### config.mk
export PLATFORM = sky130hd
export DESIGN_NAME = ps2_host_tx
export DESIGN_NICKNAME = d
export VERILOG_FILES = /design/src/rtl/ps2tx_pkg.sv /design/src/rtl/ps2tx_sync.sv /design/src/rtl/ps2tx_timer.sv /design/src/rtl/ps2tx_shifter.sv /design/src/rtl/ps2_host_tx.sv
export SDC_FILE = /design/constraint.sdc
export NUM_CORES = 1
export LEC_CHECK = 0
export ABC_AREA = 1
export BUFFER_PORTS_ARGS = -buffer_cell sky130_fd_sc_hd__buf_4
export CORE_UTILIZATION = 25
export CTS_CLUSTER_DIAMETER = 50
export DETAILED_ROUTE_END_ITERATION = 12
export PLACE_DENSITY = 0.4
export RECOVER_POWER = 25
export SETUP_SLACK_MARGIN = 0.05
export SLEW_MARGIN = 5
export SYNTH_ARGS = -nofsm -noshare
export SYNTH_HDL_FRONTEND = slang
export SYNTH_HIERARCHICAL = 1
export SYNTH_SLANG_ARGS = --single-unit
### constraint.sdc
create_clock -name clk -period 5.4 [get_ports clk]
set_input_delay 1.62 -clock clk [delete_from_list [all_inputs] [get_ports clk]]
set_output_delay 1.62 -clock clk [all_outputs]
set_load 0.02 [all_outputs]
### src/rtl/ps2tx_pkg.sv
package ps2tx_pkg;

    typedef enum logic [2:0] {
        ST_IDLE,
        ST_INHIBIT,
        ST_START,
        ST_SHIFT,
        ST_CLOSE
    } tx_state_e;

    // Bit 0 leaves first.
    typedef struct packed {
        logic       stop;
        logic       parity;
        logic [7:0] data;
        logic       start;
    } tx_frame_t;

    localparam int FRAME_BITS  = $bits(tx_frame_t);
    localparam int SHIFT_CNT_W = $clog2(FRAME_BITS);

    function automatic logic odd_parity(input logic [7:0] d);
        return ~(^d);
    endfunction

    function automatic tx_frame_t build_frame(input logic [7:0] d);
        tx_frame_t f;
        f.start  = 1'b0;
        f.data   = d;
        f.parity = odd_parity(d);
        f.stop   = 1'b1;
        return f;
    endfunction

endpackage

### src/rtl/ps2tx_sync.sv
module ps2tx_sync #(
    parameter int STAGES = 2
) (
    input  logic clk,
    input  logic rst,
    input  logic clk_raw,
    input  logic dat_raw,
    output logic dat_s,
    output logic clk_fall
);
    logic [STAGES-1:0] c_q;
    logic [STAGES-1:0] d_q;
    logic              c_prev;

    generate
        if (STAGES < 2) begin : g_bad
            initial $error("ps2tx_sync needs at least two stages");
        end
    endgenerate

    always_ff @(posedge clk) begin
        if (rst) begin
            c_q    <= '1;
            d_q    <= '1;
            c_prev <= 1'b1;
        end else begin
            c_q    <= {c_q[STAGES-2:0], clk_raw};
            d_q    <= {d_q[STAGES-2:0], dat_raw};
            c_prev <= c_q[STAGES-1];
        end
    end

    assign dat_s    = d_q[STAGES-1];
    assign clk_fall = c_prev & ~c_q[STAGES-1];

endmodule

### src/rtl/ps2tx_timer.sv
module ps2tx_timer #(
    parameter int W = 8
) (
    input  logic         clk,
    input  logic         rst,
    input  logic         load,
    input  logic [W-1:0] load_val,
    output logic         expired
);
    logic [W-1:0] cnt_q;

    always_ff @(posedge clk) begin
        if (rst) begin
            cnt_q <= '0;
        end else if (load) begin
            cnt_q <= load_val;
        end else if (cnt_q != '0) begin
            cnt_q <= cnt_q - 1'b1;
        end
    end

    assign expired = (cnt_q == '0);

endmodule

### src/rtl/ps2tx_shifter.sv
module ps2tx_shifter
    import ps2tx_pkg::*;
(
    input  logic                   clk,
    input  logic                   rst,
    input  logic                   load,
    input  tx_frame_t              frame_in,
    input  logic                   shift,
    output logic                   out_bit,
    output logic [SHIFT_CNT_W-1:0] shift_cnt
);
    logic [FRAME_BITS-1:0]  sr_q;
    logic [SHIFT_CNT_W-1:0] cnt_q;
    logic                   past_ok;

    always_ff @(posedge clk) begin
        if (rst) begin
            sr_q    <= '1;
            cnt_q   <= '0;
            past_ok <= 1'b0;
        end else begin
            past_ok <= 1'b1;
            if (load) begin
                sr_q  <= frame_in;
                cnt_q <= '0;
            end else if (shift) begin
                sr_q  <= {1'b1, sr_q[FRAME_BITS-1:1]};
                cnt_q <= cnt_q + 1'b1;
            end
        end
    end

    assign out_bit   = sr_q[0];
    assign shift_cnt = cnt_q;

    // never more shifts than frame bits after the start bit
    p_shift_bound_r5: assert property (@(posedge clk) disable iff (rst)
        cnt_q <= SHIFT_CNT_W'(FRAME_BITS - 1));

    // once the stop bit is out, the line stays released until reload
    p_stop_released_r5: assert property (@(posedge clk) disable iff (rst)
        past_ok && !$past(load) && $past(cnt_q) == SHIFT_CNT_W'(FRAME_BITS - 1)
        |-> out_bit);

endmodule

### src/rtl/ps2_host_tx.sv
module ps2_host_tx
    import ps2tx_pkg::*;
#(
    parameter int CLKS_PER_US = 8,
    parameter int REQ_US      = 250,
    parameter int END_US      = 60,
    parameter int TIMEOUT_US  = 2000,
    parameter int SYNC_STAGES = 2
) (
    input  logic       clk,
    input  logic       rst,
    input  logic       tx_valid,
    input  logic [7:0] tx_data,
    output logic       tx_ready,
    output logic       done,
    output logic       err,
    input  logic       ps2_clk_in,
    input  logic       ps2_dat_in,
    output logic       ps2_clk_oe,
    output logic       ps2_dat_oe
);
    localparam int REQ_CYC = REQ_US * CLKS_PER_US;
    localparam int END_CYC = END_US * CLKS_PER_US;
    localparam int TO_CYC  = TIMEOUT_US * CLKS_PER_US;
    localparam int MAX_A   = (REQ_CYC > END_CYC) ? REQ_CYC : END_CYC;
    localparam int MAX_CYC = (MAX_A > TO_CYC) ? MAX_A : TO_CYC;
    localparam int TMR_W   = $clog2(MAX_CYC + 1);
    localparam logic [SHIFT_CNT_W-1:0] LAST_SHIFT = SHIFT_CNT_W'(FRAME_BITS - 1);

    tx_state_e              state_q, state_d;
    logic                   tmr_load;
    logic [TMR_W-1:0]       tmr_val;
    logic                   tmr_zero;
    logic                   sh_load, sh_shift, sh_bit;
    logic [SHIFT_CNT_W-1:0] sh_cnt;
    logic                   dat_s, clk_fall;
    logic                   nack_q, nack_d;
    logic                   done_q, done_d, err_q, err_d;
    logic                   past_ok;

    ps2tx_sync #(.STAGES(SYNC_STAGES)) u_sync (
        .clk      (clk),
        .rst      (rst),
        .clk_raw  (ps2_clk_in),
        .dat_raw  (ps2_dat_in),
        .dat_s    (dat_s),
        .clk_fall (clk_fall)
    );

    ps2tx_timer #(.W(TMR_W)) u_timer (
        .clk      (clk),
        .rst      (rst),
        .load     (tmr_load),
        .load_val (tmr_val),
        .expired  (tmr_zero)
    );

    ps2tx_shifter u_shift (
        .clk       (clk),
        .rst       (rst),
        .load      (sh_load),
        .frame_in  (build_frame(tx_data)),
        .shift     (sh_shift),
        .out_bit   (sh_bit),
        .shift_cnt (sh_cnt)
    );

    always_comb begin
        state_d  = state_q;
        tmr_load = 1'b0;
        tmr_val  = '0;
        sh_load  = 1'b0;
        sh_shift = 1'b0;
        nack_d   = nack_q;
        done_d   = 1'b0;
        err_d    = 1'b0;
        unique case (state_q)
            ST_IDLE: begin
                if (tx_valid) begin
                    state_d  = ST_INHIBIT;
                    tmr_load = 1'b1;
                    tmr_val  = TMR_W'(REQ_CYC - 1);
                    sh_load  = 1'b1;
                    nack_d   = 1'b0;
                end
            end
            ST_INHIBIT: begin
                if (tmr_zero) state_d = ST_START;
            end
            ST_START: begin
                state_d  = ST_SHIFT;
                tmr_load = 1'b1;
                tmr_val  = TMR_W'(TO_CYC - 1);
            end
            ST_SHIFT: begin
                if (clk_fall) begin
                    tmr_load = 1'b1;
                    if (sh_cnt == LAST_SHIFT) begin
                        state_d = ST_CLOSE;
                        tmr_val = TMR_W'(END_CYC - 1);
                        nack_d  = dat_s;
                    end else begin
                        sh_shift = 1'b1;
                        tmr_val  = TMR_W'(TO_CYC - 1);
                    end
                end else if (tmr_zero) begin
                    state_d = ST_IDLE;
                    done_d  = 1'b1;
                    err_d   = 1'b1;
                end
            end
            ST_CLOSE: begin
                if (tmr_zero) begin
                    state_d = ST_IDLE;
                    done_d  = 1'b1;
                    err_d   = nack_q;
                end
            end
            default: state_d = ST_IDLE;
        endcase
    end

    always_ff @(posedge clk) begin
        if (rst) begin
            state_q <= ST_IDLE;
            nack_q  <= 1'b0;
            done_q  <= 1'b0;
            err_q   <= 1'b0;
            past_ok <= 1'b0;
        end else begin
            state_q <= state_d;
            nack_q  <= nack_d;
            done_q  <= done_d;
            err_q   <= err_d;
            past_ok <= 1'b1;
        end
    end

    assign tx_ready   = (state_q == ST_IDLE);
    assign ps2_clk_oe = (state_q == ST_INHIBIT) || (state_q == ST_START) || (state_q == ST_CLOSE);
    assign ps2_dat_oe = ((state_q == ST_START) || (state_q == ST_SHIFT)) && !sh_bit;
    assign done       = done_q;
    assign err        = err_q;

    // an idle block leaves both wires alone
    p_idle_quiet_r1: assert property (@(posedge clk) disable iff (rst)
        tx_ready |-> !ps2_clk_oe && !ps2_dat_oe);

    // an error is only reported together with completion
    p_err_with_done_r6: assert property (@(posedge clk) disable iff (rst)
        err |-> done);

    // releasing clock into the data phase happens with the start bit already low
    p_start_held_r3: assert property (@(posedge clk) disable iff (rst)
        past_ok && $fell(ps2_clk_oe) && !done |-> ps2_dat_oe);

    // during the data phase the wire only moves after a device falling edge
    p_move_on_fall_r4: assert property (@(posedge clk) disable iff (rst)
        past_ok && state_q == ST_SHIFT && $past(state_q) == ST_SHIFT && !$past(clk_fall)
        |-> $stable(ps2_dat_oe));

    // a request arriving mid-transfer does not restart the block
    p_busy_ignores_r9: assert property (@(posedge clk) disable iff (rst)
        past_ok && $past(state_q) == ST_SHIFT && $past(tx_valid) && !$past(done_d)
        |-> !tx_ready);

endmodule

-- Word level (Yosys, flattened, before mapping)
Index checks and enable logic that the tools add are counted.
- register bits after elaboration: 39
- input port bits: 13
- output and inout bits: 5
- logic and storage cells: 70
- $add $sub $neg: 2
- equality and inequality tests: 10
- mux-type cells: 30
- bitwise logic cells: 3
- reduce and logical (&&, ||, !) cells: 15
- operator list (operator ; count):
    $mux 14 ; 4
    $pmux 14 s3 ; 1
    $mux 10 ; 2
    $mux 3 ; 5
    $pmux 3 s5 ; 1
    $logic_not 14->1 ; 1
    $reduce_bool 14->1 ; 1
    $sub 14x1->14 const B ; 1
    $mux 1 ; 12
    $mux 11 ; 1
    $ne 2x2->1 const B ; 4
    $reduce_xor 8->1 ; 1
    $eq 3x2->1 const B ; 2
    $pmux 1 s2 ; 3
    $reduce_bool 2->1 ; 3
    $add 4x1->4 const B ; 1
    $eq 4x4->1 const B ; 1
    $reduce_and 4->1 ; 1
    $eq 3x1->1 const B ; 1
    $eq 3x3->1 const B ; 1
    $logic_not 3->1 ; 1
    $logic_or 1x1->1 ; 3
    $ne 3x3->1 const B ; 1
    $pmux 1 s3 ; 1
    6 further kinds ; 7

-- Longest topological paths before layout
Gate-level depths: netlist of run 1.
- depth after elaboration: 6
- gate-level depth with buffers: 15
- gate-level depth less buffers: 15

-- Modules after synthesis
Netlist of run 1, hierarchy kept.
- by module, submodules not included (module ; instances ; cells each ; area each (um2) ; seq. area each (um2)):
    ps2tx_timer ; 1 ; 158 ; 1003.5 ; 280.3
    ps2tx_shifter ; 1 ; 84 ; 618.1 ; 300.3
    ps2_host_tx ; 1 ; 87 ; 496.7 ; 120.1
    ps2tx_sync ; 1 ; 18 ; 148.9 ; 100.1

-- Least setup slack after synthesis of run 1
No wires, ideal clock.
- path kind: input-to-reg
- start: input port tx_valid
- end: register u_timer.cnt_q[5]
- setup time: 122 ps
- data arrival time: 2543 ps
- data required time: 5278 ps
- slack: 2734 ps
- cell stages on the path: 6
- buffers on the path: 1
- path through: nand2_1 -> nand3_1 -> inv_2 -> buf_4 -> a21boi_0 -> a21oi_2
- longest elaborated chain between the ends: 3
- elaborated cells between the ends (all ways): 4
- classes of those cells: 3 x mux; 1 x reduce/logical
- RTL lines (what ; line ; RTL):
    start, declared ; ps2_host_tx.sv:12 ; input logic tx_valid,
    $mux 1 (*) ; ps2_host_tx.sv:79 ; if (tx_valid) begin
    $pmux 1 s3 (*) ; ps2_host_tx.sv:77 ; unique case (state_q)
    net tmr_load ; ps2_host_tx.sv:31 ; logic tmr_load;
    $mux 14 or $reduce_bool 2->1 (tied branches) ; n/a ;
    end signal, assigned ; ps2tx_timer.sv:16 ; cnt_q <= load_val;
    end signal, assigned ; ps2tx_timer.sv:18 ; cnt_q <= cnt_q - 1'b1;
    end, declared ; ps2tx_timer.sv:10 ; logic [W-1:0] cnt_q;
The timed path passes the listed nets; every way through them passes the cells marked *.
A chain may end at the register's enable or synchronous reset.

-- Worst setup path in the final report of run 1
- start: input port tx_valid
- end: register u_timer.cnt_q[9]
The elaborated chain is that of the path after synthesis.

==> results of run 1 <==
layer usage:
metal / vias up / part of all wire [%] / track usage (%) / wire length [um]
li1: 1120 / - / - / -
met1: 850 / 53 / 16.39 / 2764
met2: 24 / 42 / 17.88 / 2220
met3: 5 / 3.6 / 2.662 / 188
met4: 0 / 1.3 / 3.733 / 70
met5: - / 0 / 0 / 0
power groups by stage:
stage | clock (W) | sequential, W | combinational, W
floorplan | 0 | 0.000412 | 0.000588
global placement | 0 | 0.000435 | 0.000741
detailed placement | 0 | 0.000429 | 0.000733
CTS | 0.000225 | 0.000423 | 0.000735
global route | 0.000242 | 0.000432 | 0.000841
finish | 0.000214 | 0.000424 | 0.000728
tightest hold or removal path, cell delays in order (launching register included):
cell	delay, ps
dfxtp_1	310
inv_1	30
nand2_1	40
layout make-up:
type	instances	area share [%]
clock inverters	2	0.5797
flip-flops and latches	40	30.92
inverters	45	6.522
clock buffers	6	3.188
well taps	108	5.217
multi-input cells	256	48.94
repair buffers	17	4.638
registers in the layout, indices dropped and copies added (netlist names):
register,count
state_q,3
err,1
done,1
u_sync/c_prev,1
u_shift/sr_q,11
u_shift/shift_cnt,4
u_timer/cnt_q,14
u_sync/c_q,2
u_sync/d_q,2
nack_q,1
cell usage after synthesis, drive strengths merged (3+ instances only):
| cell type | instances | area (um^2) |
|---|---|---|
| or2 | 5 | 31.28 |
| nand4 | 3 | 33.78 |
| dfxtp | 40 | 800.8 |
| inv | 45 | 168.9 |
| o21ai | 10 | 53.80 |
| a21oi | 23 | 122.6 |
| buf | 5 | 26.27 |
| xnor2 | 4 | 35.03 |
| nand3 | 39 | 222.7 |
| nand2 | 111 | 439.2 |
| nor2 | 46 | 217.7 |
stage by stage:
| step | cells | hold WS, ps |
|---|---|---|
| CTS | 474 | 411.8 |
| finish | 474 | 411.8 |
| global placement | 466 | 396.1 |
| floorplan | 347 | 386.5 |
| global route | 474 | 444.6 |
| detailed placement | 466 | 392.1 |
worst max path at each step:
stage	slack, ps	to	start	cells after the start
global route	2080	u_timer/cnt_q[1]	tx_valid	7
CTS	2360	ps2_clk_oe	state_q[2]	6
global placement	2120	u_timer/cnt_q[9]	tx_valid	7
finish	2340	u_timer/cnt_q[9]	tx_valid	7
floorplan	2730	u_timer/cnt_q[5]	tx_valid	6
detailed placement	2060	u_timer/cnt_q[9]	tx_valid	7
kinds of logic (layout without fill, tap and decap cells):
logic type                 after synthesis  count (layout)  synth area share (%)
and+or+nand+nor                        210             210                 43.43
xor gates and xnor gates                 6               6                 2.318
buffers and inverters                   51              70                 8.775
DFF                                     40              40                 35.32
other                                    2               2                0.3312
AOI/OAI and AO/OA                       36              36                 8.720
adders and majority gates                2               2                 1.104
==> out/summary.md, run 1 <==
* **multi-input logic area** 1267 um^2
* **ratio of cells with drive above 1 in the final layout** 15.30%
* **TritonRoute pass-1 iters** 4
* **Initial Utilization** 25.87%
* **WHS Endpoint** u_sync/c_q[1]
* **startpoint-to-endpoint class of the critical path** input port to flop
* **flip-flop and latch area** 800.8 um^2
* **sequential cell area fraction in the yosys report** 35.32%
* **required arrival time at the worst endpoint** 5540 ps
* **DPL Wire Length** 3975 um
* **number of inserted filler cells in the final layout** 981
* **vias after detailed routing** 1,999
* **Site Rows** 34
* **post-layout net count** 380
* **Core Footprint** 8763 um^2
* **area of all placed cells without fillers** 2590 um^2
* **Antenna Cells** 0
* **clock tree from TritonCTS** yes
* **Gates resized, CTS repair** 0
* **worst clock skew** 7.042 ps
* **post-synthesis area per instance** 6.534 um^2
* **Syn-to-layout area delta** 14.24%
* **capturing point of the worst reg2reg path** u_timer/cnt_q[9]
* **CTS buffer count** 5
* **number of instances in the synthesized netlist** 347
* **slowest library cell on the worst path** inv_2
* **wire length of the first global-routing pass** 8956 um
* **number of distinct standard cells referenced by the synthesized netlist** 35
* **net load switching power** 0.0006465 W
* **Finish-stage setup viols** 0
* **slack of the critical path** 2343 ps
* **proportion of synthesized flip-flops having asynchronous set or reset** 0%
* **total gr overflow** 0
* **maximum fanout count along the critical path** 19
* **leakage power summed over all cells** 1.233 nW
* **Most Frequent Cell on Critical Path** nand3_1
* **reg2reg start** state_q[2]
* **unrepaired setup endpoints after global routing** false
* **post-synthesis cell area** 2267 um^2
* **max-capacitance violation count** 0
* **clock slew at reported path FFs** 80 ps
* **commonest non-fill, non-tap cells in the layout** nand2_1, dfxtp_1, inv_1
* **clock period minus final worst setup slack** 3057 ps
* **number of hold-repair buffers added at the cts stage** 0
* **setup total negative slack** 0 ps
* **count of buffers added by post-CTS timing repair for setup** 0
* **post-route DRC violation count** 0
* **fraction of power consumed by combinational cells** 53.3%
* **peak per-stage delay on the critical path** 470 ps
* **worst slack at placement** 2061 ps
* **Worst Reg2Reg Path Length in Cells** 9
* **Yosys warnings** 6
* **hold violation count in the final report** 0
* **fin util** 29.55%
* **detailed router's first-iteration violation count** 102
* **vertical die dimension** 97.23 um
* **max-slew headroom at the worst pin** 16.75%
* **via count of the first global-routing pass** 1,866
* **critical path endpoint category** flop
* **maximum number of pins on one net before global-route repair** 27
* **WL/cell** 11.06 um
* **worst hold stages** 2
* **top-level I/O count** 18
* **Critical Path, Cell by Cell** buf_4, nand2_1, nand3_1, inv_2, nand3_2, nand3_1, nor2_1
* **Horiz. Die Dim** 97.23 um
* **number of enable-type register cells in the synthesized netlist** 0
* **Min-Delay Startpoint** u_sync/c_q[0]
* **transition time of the tightest slew-check pin** 1249 ps
* **Routed Wire Length** 5244 um
* **count of buffering cells on the critical path with inverters included** 2
* **post-synthesis register bit count** 40
* **Critical Path Source Type** input port
* **insertion delay of the later-clocked pin in the worst-skew pair** 290 ps
* **worst ir drop on vdd** 0.1535 mV
* **cell area after placement** 2500 um^2
* **switch share** 47.34%
* **# clock sinks** 40
* **CP arrival** 3200 ps
* **DRT antenna net count** 0
* **Power Dens Cells** 527.3 nW/um^2
* **most common cell after layout, fill and taps aside** nand2_1
* **Vias/cell** 4.217
* **master cell of the clock root buffer** clkbuf_8
* **slack of the worst reg-to-reg path** 3080 ps
* **Top FF cell, synth** dfxtp_1
* **final number of max-transition violations** 0
* **Die Footprint** 9454 um^2
* **weighted congestion reported at the end of routability-driven placement** 0.7763
* **outcome** completed
* **highest clock rate** 0.3271 GHz
* **internal power** 0.0007191 W
* **register share of total power** 31.0%
* **cell class contributing the biggest share of worst-path delay** simple AND/OR/NAND/NOR gates
* **total power consumption of the routed design** 0.001366 W
* **Bufs on Longest Clock Path** 2
* **net count after synthesis** 362
* **count of input and output buffers** 17
* **number of antenna violations at the first check in global routing** 0
* **gr usage total** 11.74%
* **count of H-tree levels built during CTS** 2
* **share of the cycle needed by the critical path after routing** 56.61%
* **proportion of power drawn by the clock network** 15.6%
* **min-delay worst type** flop to flop
(Power assumes the default switching activity.)
==> inputs of run 2 (changes only) <==
- ABC_AREA: 1 -> 0
- clock period: 5.4 -> 2.9 ns (I/O delays scaled with it)
==> run 2 against run 1 <==
The run now ends with max-capacitance violations, max-slew violations left. Clock power is 120% higher. Via count shrank 14%. Non-clock buffer count increased by 3. Critical path type unchanged. Largest cell class unchanged.
==> out/summary.md, run 2 <==
* **required arrival time at the worst endpoint** 3020 ps
* **WHS** 408.4 ps
* **clock slew at reported path FFs** 90 ps
* **Power Dens Cells** 688.7 nW/um^2
* **via count of the first global-routing pass** 1,638
* **maximum number of pins on one net before global-route repair** 41
* **hold violation count in the final report** 0
* **WL/cell** 12.86 um
* **Yosys warnings** 6
* **transition time of the tightest slew-check pin** 1795 ps
* **worst hold stages** 1
* **post-synthesis register bit count** 40
* **Largest register FFs** 14
* **Vias/cell** 4.678
* **share of the synthesized area in the top cell type** 35.67%
* **total gr overflow** 0
* **biggest area consumer among synthesized cells** dfxtp_1
* **count of buffers added by post-CTS timing repair for setup** 0
* **insertion delay of the later-clocked pin in the worst-skew pair** 290 ps
* **DRT antenna net count** 0
* **highest clock rate** 0.4074 GHz
* **worst clock skew** 6.757 ps
* **setup total negative slack** 0 ps
* **Core Footprint** 8721 um^2
* **Bufs on Longest Clock Path** 2
* **ratio of cells with drive above 1 in the final layout** 14.94%
* **DPL Wire Length** 3289 um
* **top post-synthesis cells by count** dfxtp_1, a21oi_1, nor2_1
* **min-delay worst type** flop to flop
* **Finish-stage setup viols** 0
* **top-count cell post-synth** dfxtp_1
* **largest cells by area after synthesis** dfxtp_1, mux2i_1, a21oi_1
* **proportion of synthesized flip-flops having asynchronous set or reset** 0%
* **Top FF cell, synth** dfxtp_1
* **Gates resized, CTS repair** 0
* **outcome** finished, violations left
* **startpoint-to-endpoint class of the critical path** input port to flop
* **max-slew headroom at the worst pin** -19.67%
* **count of input and output buffers** 17
* **Critical Path Source Type** input port
* **critical path endpoint category** flop
* **commonest non-fill, non-tap cells in the layout** dfxtp_1, a21oi_1, buf_4
* **vias after detailed routing** 1,726
* **vertical die dimension** 96.76 um
* **worst ir drop on vdd** 0.2161 mV
* **unrepaired setup endpoints after global routing** false
* **gr usage total** 10.88%
* **weighted congestion reported at the end of routability-driven placement** 0.7130
* **number of antenna violations at the first check in global routing** 0
* **Syn-to-layout area delta** 12.37%
* **violated checks** max-capacitance violations, max-slew violations
* **Die Footprint** 9362 um^2
* **clock tree from TritonCTS** yes
* **maximum fanout count along the critical path** 40
* **CTS buffer count** 5
* **# clock sinks** 40
* **number of instances in the synthesized netlist** 244
* **TritonRoute pass-1 iters** 4
* **Initial Utilization** 25.74%
* **Routed Wire Length** 4745 um
* **clock period minus final worst setup slack** 2455 ps
* **Antenna Cells** 0
* **detailed router's first-iteration violation count** 76
* **final number of max-transition violations** 41
* **number of enable-type register cells in the synthesized netlist** 0
* **sequential cell area fraction in the yosys report** 35.67%
* **leakage power summed over all cells** 0.9280 nW
* **share of the cycle needed by the critical path after routing** 84.65%
* **max-capacitance violation count** 1
* **Horiz. Die Dim** 96.76 um
* **post-synthesis area per instance** 9.199 um^2
* **post-route DRC violation count** 0
* **most common cell after layout, fill and taps aside** dfxtp_1
* **Site Rows** 34
* **master cell of the clock root buffer** clkbuf_8
* **wire length of the first global-routing pass** 8280 um
* **post-synthesis cell area** 2245 um^2
* **count of H-tree levels built during CTS** 2
* **Worst Reg2Reg Path Length in Cells** 8
* **post-layout net count** 275
* **number of inserted filler cells in the final layout** 911
* **number of distinct standard cells referenced by the synthesized netlist** 64
* **fin util** 28.92%
* **net count after synthesis** 259
* **top-level I/O count** 18
* **CP arrival** 2580 ps
* **top register by number of flip-flops** u_timer/cnt_q
* **number of hold-repair buffers added at the cts stage** 0
## run 2: cell count changes in the layout (fill, tap and decap cells not counted), moves of 5 or more
cell      change
inv_1        -27
nand2_1      -96
nor2b_1       +5
nand3_1      -32
mux2i_1      +12
xnor2_1       +6
inv_2         -6
nor3b_1       +7
or3_1         +5
nand2b_1      +7
nor2_1       -21
nor2_2        -6
nor3_1        +9
## run 2: report_power, final
part           switching [W]  leakage [nW]  internal, W
combinational       0.000287         0.545     0.000255
sequential          0.000105         0.329     0.000623
clock               0.000213        0.0541     0.000255
total               0.000605         0.928      0.00113
## run 2: per-stage QoR
step                      instance area, um^2  std cells  power (W)  worst slack (ps)
after detailed placement                 2426        361   0.001286             509.0
after CTS                                2537        369   0.001765             518.5
final                                    2522        369   0.001737             445.2
after floorplan                          2245        244   0.001148             556.4
after global placement                   2426        361   0.001290             535.2
after global routing                     2522        369   0.001879             249.4
## run 2: cell families after synthesis
logic type	after synthesis	share of synthesized area [%]
XOR/XNOR	12	4.682
buffers and inverters	23	6.633
other	2	0.3346
AND/OR/NAND/NOR	99	29.60
adder cells (fa/ha/maj)	2	1.115
flip-flops	40	35.67
multiplexers	13	5.853
AO/OA/AOI/OAI	53	16.11
## run 2: worst paths after layout
| kind | start | to | slack [ps] |
|---|---|---|---|
| setup reg to reg | u_timer/cnt_q[0] | state_q[0] | 830 |
| setup / recovery | rst | u_timer/cnt_q[1] | 450 |
| hold reg to reg | u_sync/d_q[0] | u_sync/d_q[1] | 410 |
| hold / removal | u_sync/d_q[0] | u_sync/d_q[1] | 410 |
## run 2: cell type report
class | instances | area (um^2) | area share (%)
tap | 108 | 135.1 | 5.357
timing repair buffer | 20 | 138.9 | 5.506
inverter | 12 | 45.04 | 1.786
sequential | 40 | 800.8 | 31.75
clock inverter | 3 | 42.54 | 1.687
multi-input combinational | 181 | 1291 | 51.19
clock buffer | 5 | 68.82 | 2.728
## run 2: layer usage
metal | global-route usage, % | up-vias | routed length, um
met1 | 14.84 | 788 | 2337
met2 | 17.06 | 29 | 2189
met3 | 2.168 | 4 | 172
li1 | - | 905 | -
met5 | 0 | - | 0
met4 | 3.789 | 0 | 46
## run 2: critical path: stages
cell      delay [ps]
clkbuf_1        1270
nor2_1           150
o41ai_1          170
o22ai_1          110
==> inputs of run 3 (changes only) <==
- ABC_AREA: 0 -> 1
- PLACE_DENSITY: 0.4 -> 0.41
- clock period: 2.9 -> 2.2 ns (I/O delays scaled with it)
==> run 3 against run 2 <==
The flow now finishes without violations. Design area grew 4.6%. Final cell count grew 30%. Clock skew grew 5.8 ps. Critical endpoint is now ps2_clk_oe. Largest cell class unchanged. Largest power group is now combinational cells.
==> out/summary.md, run 3 (same netlist as run 1, synthesis figures left out) <==
* **Site Rows** 34
* **Bufs on Longest Clock Path** 2
* **hold violation count in the final report** 0
* **CTS buffer count** 5
* **DPL Wire Length** 3891 um
* **Initial Utilization** 25.87%
* **unrepaired setup endpoints after global routing** false
* **outcome** completed
* **commonest non-fill, non-tap cells in the layout** nand2_1, inv_1, dfxtp_1
* **CP arrival** 1310 ps
* **vias after detailed routing** 2,083
* **top register by number of flip-flops** u_timer/cnt_q
* **total gr overflow** 0
* **post-layout net count** 384
* **insertion delay of the later-clocked pin in the worst-skew pair** 310 ps
* **Power Dens Cells** 1321 nW/um^2
* **max-capacitance violation count** 0
* **slack of the critical path** 235.0 ps
* **clock period minus final worst setup slack** 1965 ps
* **reg2reg start** u_timer/cnt_q[0]
* **Largest register FFs** 14
* **clock slew at reported path FFs** 80 ps
* **number of inserted filler cells in the final layout** 1,006
* **post-route DRC violation count** 0
* **fin util** 30.11%
* **Critical Path Source Type** flop
* **vertical die dimension** 97.23 um
* **critical path endpoint category** output pin
* **max-slew headroom at the worst pin** 17.33%
* **highest clock rate** 0.5089 GHz
* **share of the cycle needed by the critical path after routing** 89.32%
* **Most Frequent Cell on Critical Path** nand2_1
* **total power consumption of the routed design** 0.003485 W
* **detailed router's first-iteration violation count** 50
* **via count of the first global-routing pass** 2,003
* **worst clock skew** 12.57 ps
* **number of hold-repair buffers added at the cts stage** 0
* **CP Launch Point** state_q[2]
* **DRT antenna net count** 0
* **setup total negative slack** 0 ps
* **clock tree from TritonCTS** yes
* **Antenna Cells** 0
* **Critical Path, Cell by Cell** nor2_1, nand2_1, nand2_1, inv_1, nand2_1, buf_4
* **multi-input logic area** 1270 um^2
* **weighted congestion reported at the end of routability-driven placement** 0.7651
* **maximum number of pins on one net before global-route repair** 27
* **WHS** 425.8 ps
* **top-level I/O count** 18
* **Worst Reg2Reg Path Length in Cells** 13
* **master cell of the clock root buffer** clkbuf_8
* **Syn-to-layout area delta** 16.39%
* **Finish-stage setup viols** 0
* **most common cell after layout, fill and taps aside** nand2_1
* **capturing point of the worst reg2reg path** state_q[1]
* **# clock sinks** 40
* **WHS Endpoint** u_sync/c_q[1]
* **ratio of cells with drive above 1 in the final layout** 16.49%
* **Core Footprint** 8763 um^2
* **maximum fanout count along the critical path** 7
* **Die Footprint** 9454 um^2
* **peak per-stage delay on the critical path** 370 ps
* **cell class contributing the biggest share of worst-path delay** simple AND/OR/NAND/NOR gates
* **count of buffering cells on the critical path with inverters included** 2
* **final number of max-transition violations** 0
* **min-delay worst type** flop to flop
* **flip-flop and latch area** 802.0 um^2
* **count of H-tree levels built during CTS** 2
* **startpoint-to-endpoint class of the critical path** flop to output pin
* **worst ir drop on vdd** 0.4442 mV
* **required arrival time at the worst endpoint** 1540 ps
* **Vias/cell** 4.358
* **transition time of the tightest slew-check pin** 1240 ps
* **worst slack at placement** 236.3 ps
* **TritonRoute pass-1 iters** 4
* **wire length of the first global-routing pass** 9052 um
* **worst hold stages** 2
* **count of input and output buffers** 17
* **number of antenna violations at the first check in global routing** 0
* **slack of the worst reg-to-reg path** 250 ps
* **slowest library cell on the worst path** dfxtp_2
* **gr usage total** 11.76%
* **Min-Delay Startpoint** u_sync/c_q[0]
* **leakage power summed over all cells** 1.263 nW
* **WL/cell** 10.82 um
* **Routed Wire Length** 5174 um
* **Horiz. Die Dim** 97.23 um
[run 3: worst max-delay path by stage]
stage,endpoint,cells past startpoint
floorplan,u_timer/cnt_q[5],9
global placement,state_q[1],13
detailed placement,state_q[1],15
CTS,ps2_clk_oe,6
global route,state_q[1],13
finish,ps2_clk_oe,6
[run 3: stage by stage]
step / cell area [um^2] / cells
after floorplan: 2267 / 347
after global routing: 2639 / 478
after global placement: 2530 / 470
after detailed placement: 2530 / 470
after CTS: 2646 / 478
final: 2639 / 478
[run 3: report_power, final]
part / switching (W) / total, W / internal [W]
Sequential: 0.000133 / 0.00103 / 0.000898
Clock: 0.000298 / 0.000640 / 0.000342
Combinational: 0.00116 / 0.00182 / 0.000654
[run 3: tightest hold or removal path, stage by stage, from the launching register on]
cell,delay [ps]
dfxtp_1,320
inv_1,30
nand2_1,50
[run 3: cell type report]
| type | instances | area share [%] |
|---|---|---|
| inverter | 45 | 6.401 |
| sequential | 40 | 30.39 |
| tap | 108 | 5.121 |
| multi-input combinational | 256 | 48.13 |
| clock buffer | 5 | 2.608 |
| timing repair buffer | 21 | 5.548 |
| clock inverter | 3 | 1.802 |
[run 3: metal layers]
layer / GRT usage [%] / vias to the layer above / wire, um
li1: - / 1128 / -
met1: 15.26 / 919 / 2564
met2: 19.23 / 29 / 2368
met3: 2.374 / 7 / 151
met4: 4.412 / 0 / 90
met5: 0 / - / 0
[run 3: timing repair]
action | in CTS | in global routing
setup endpoints to repair | 0 | 2
resized for setup | 0 | 2
setup buffers | 0 | 0
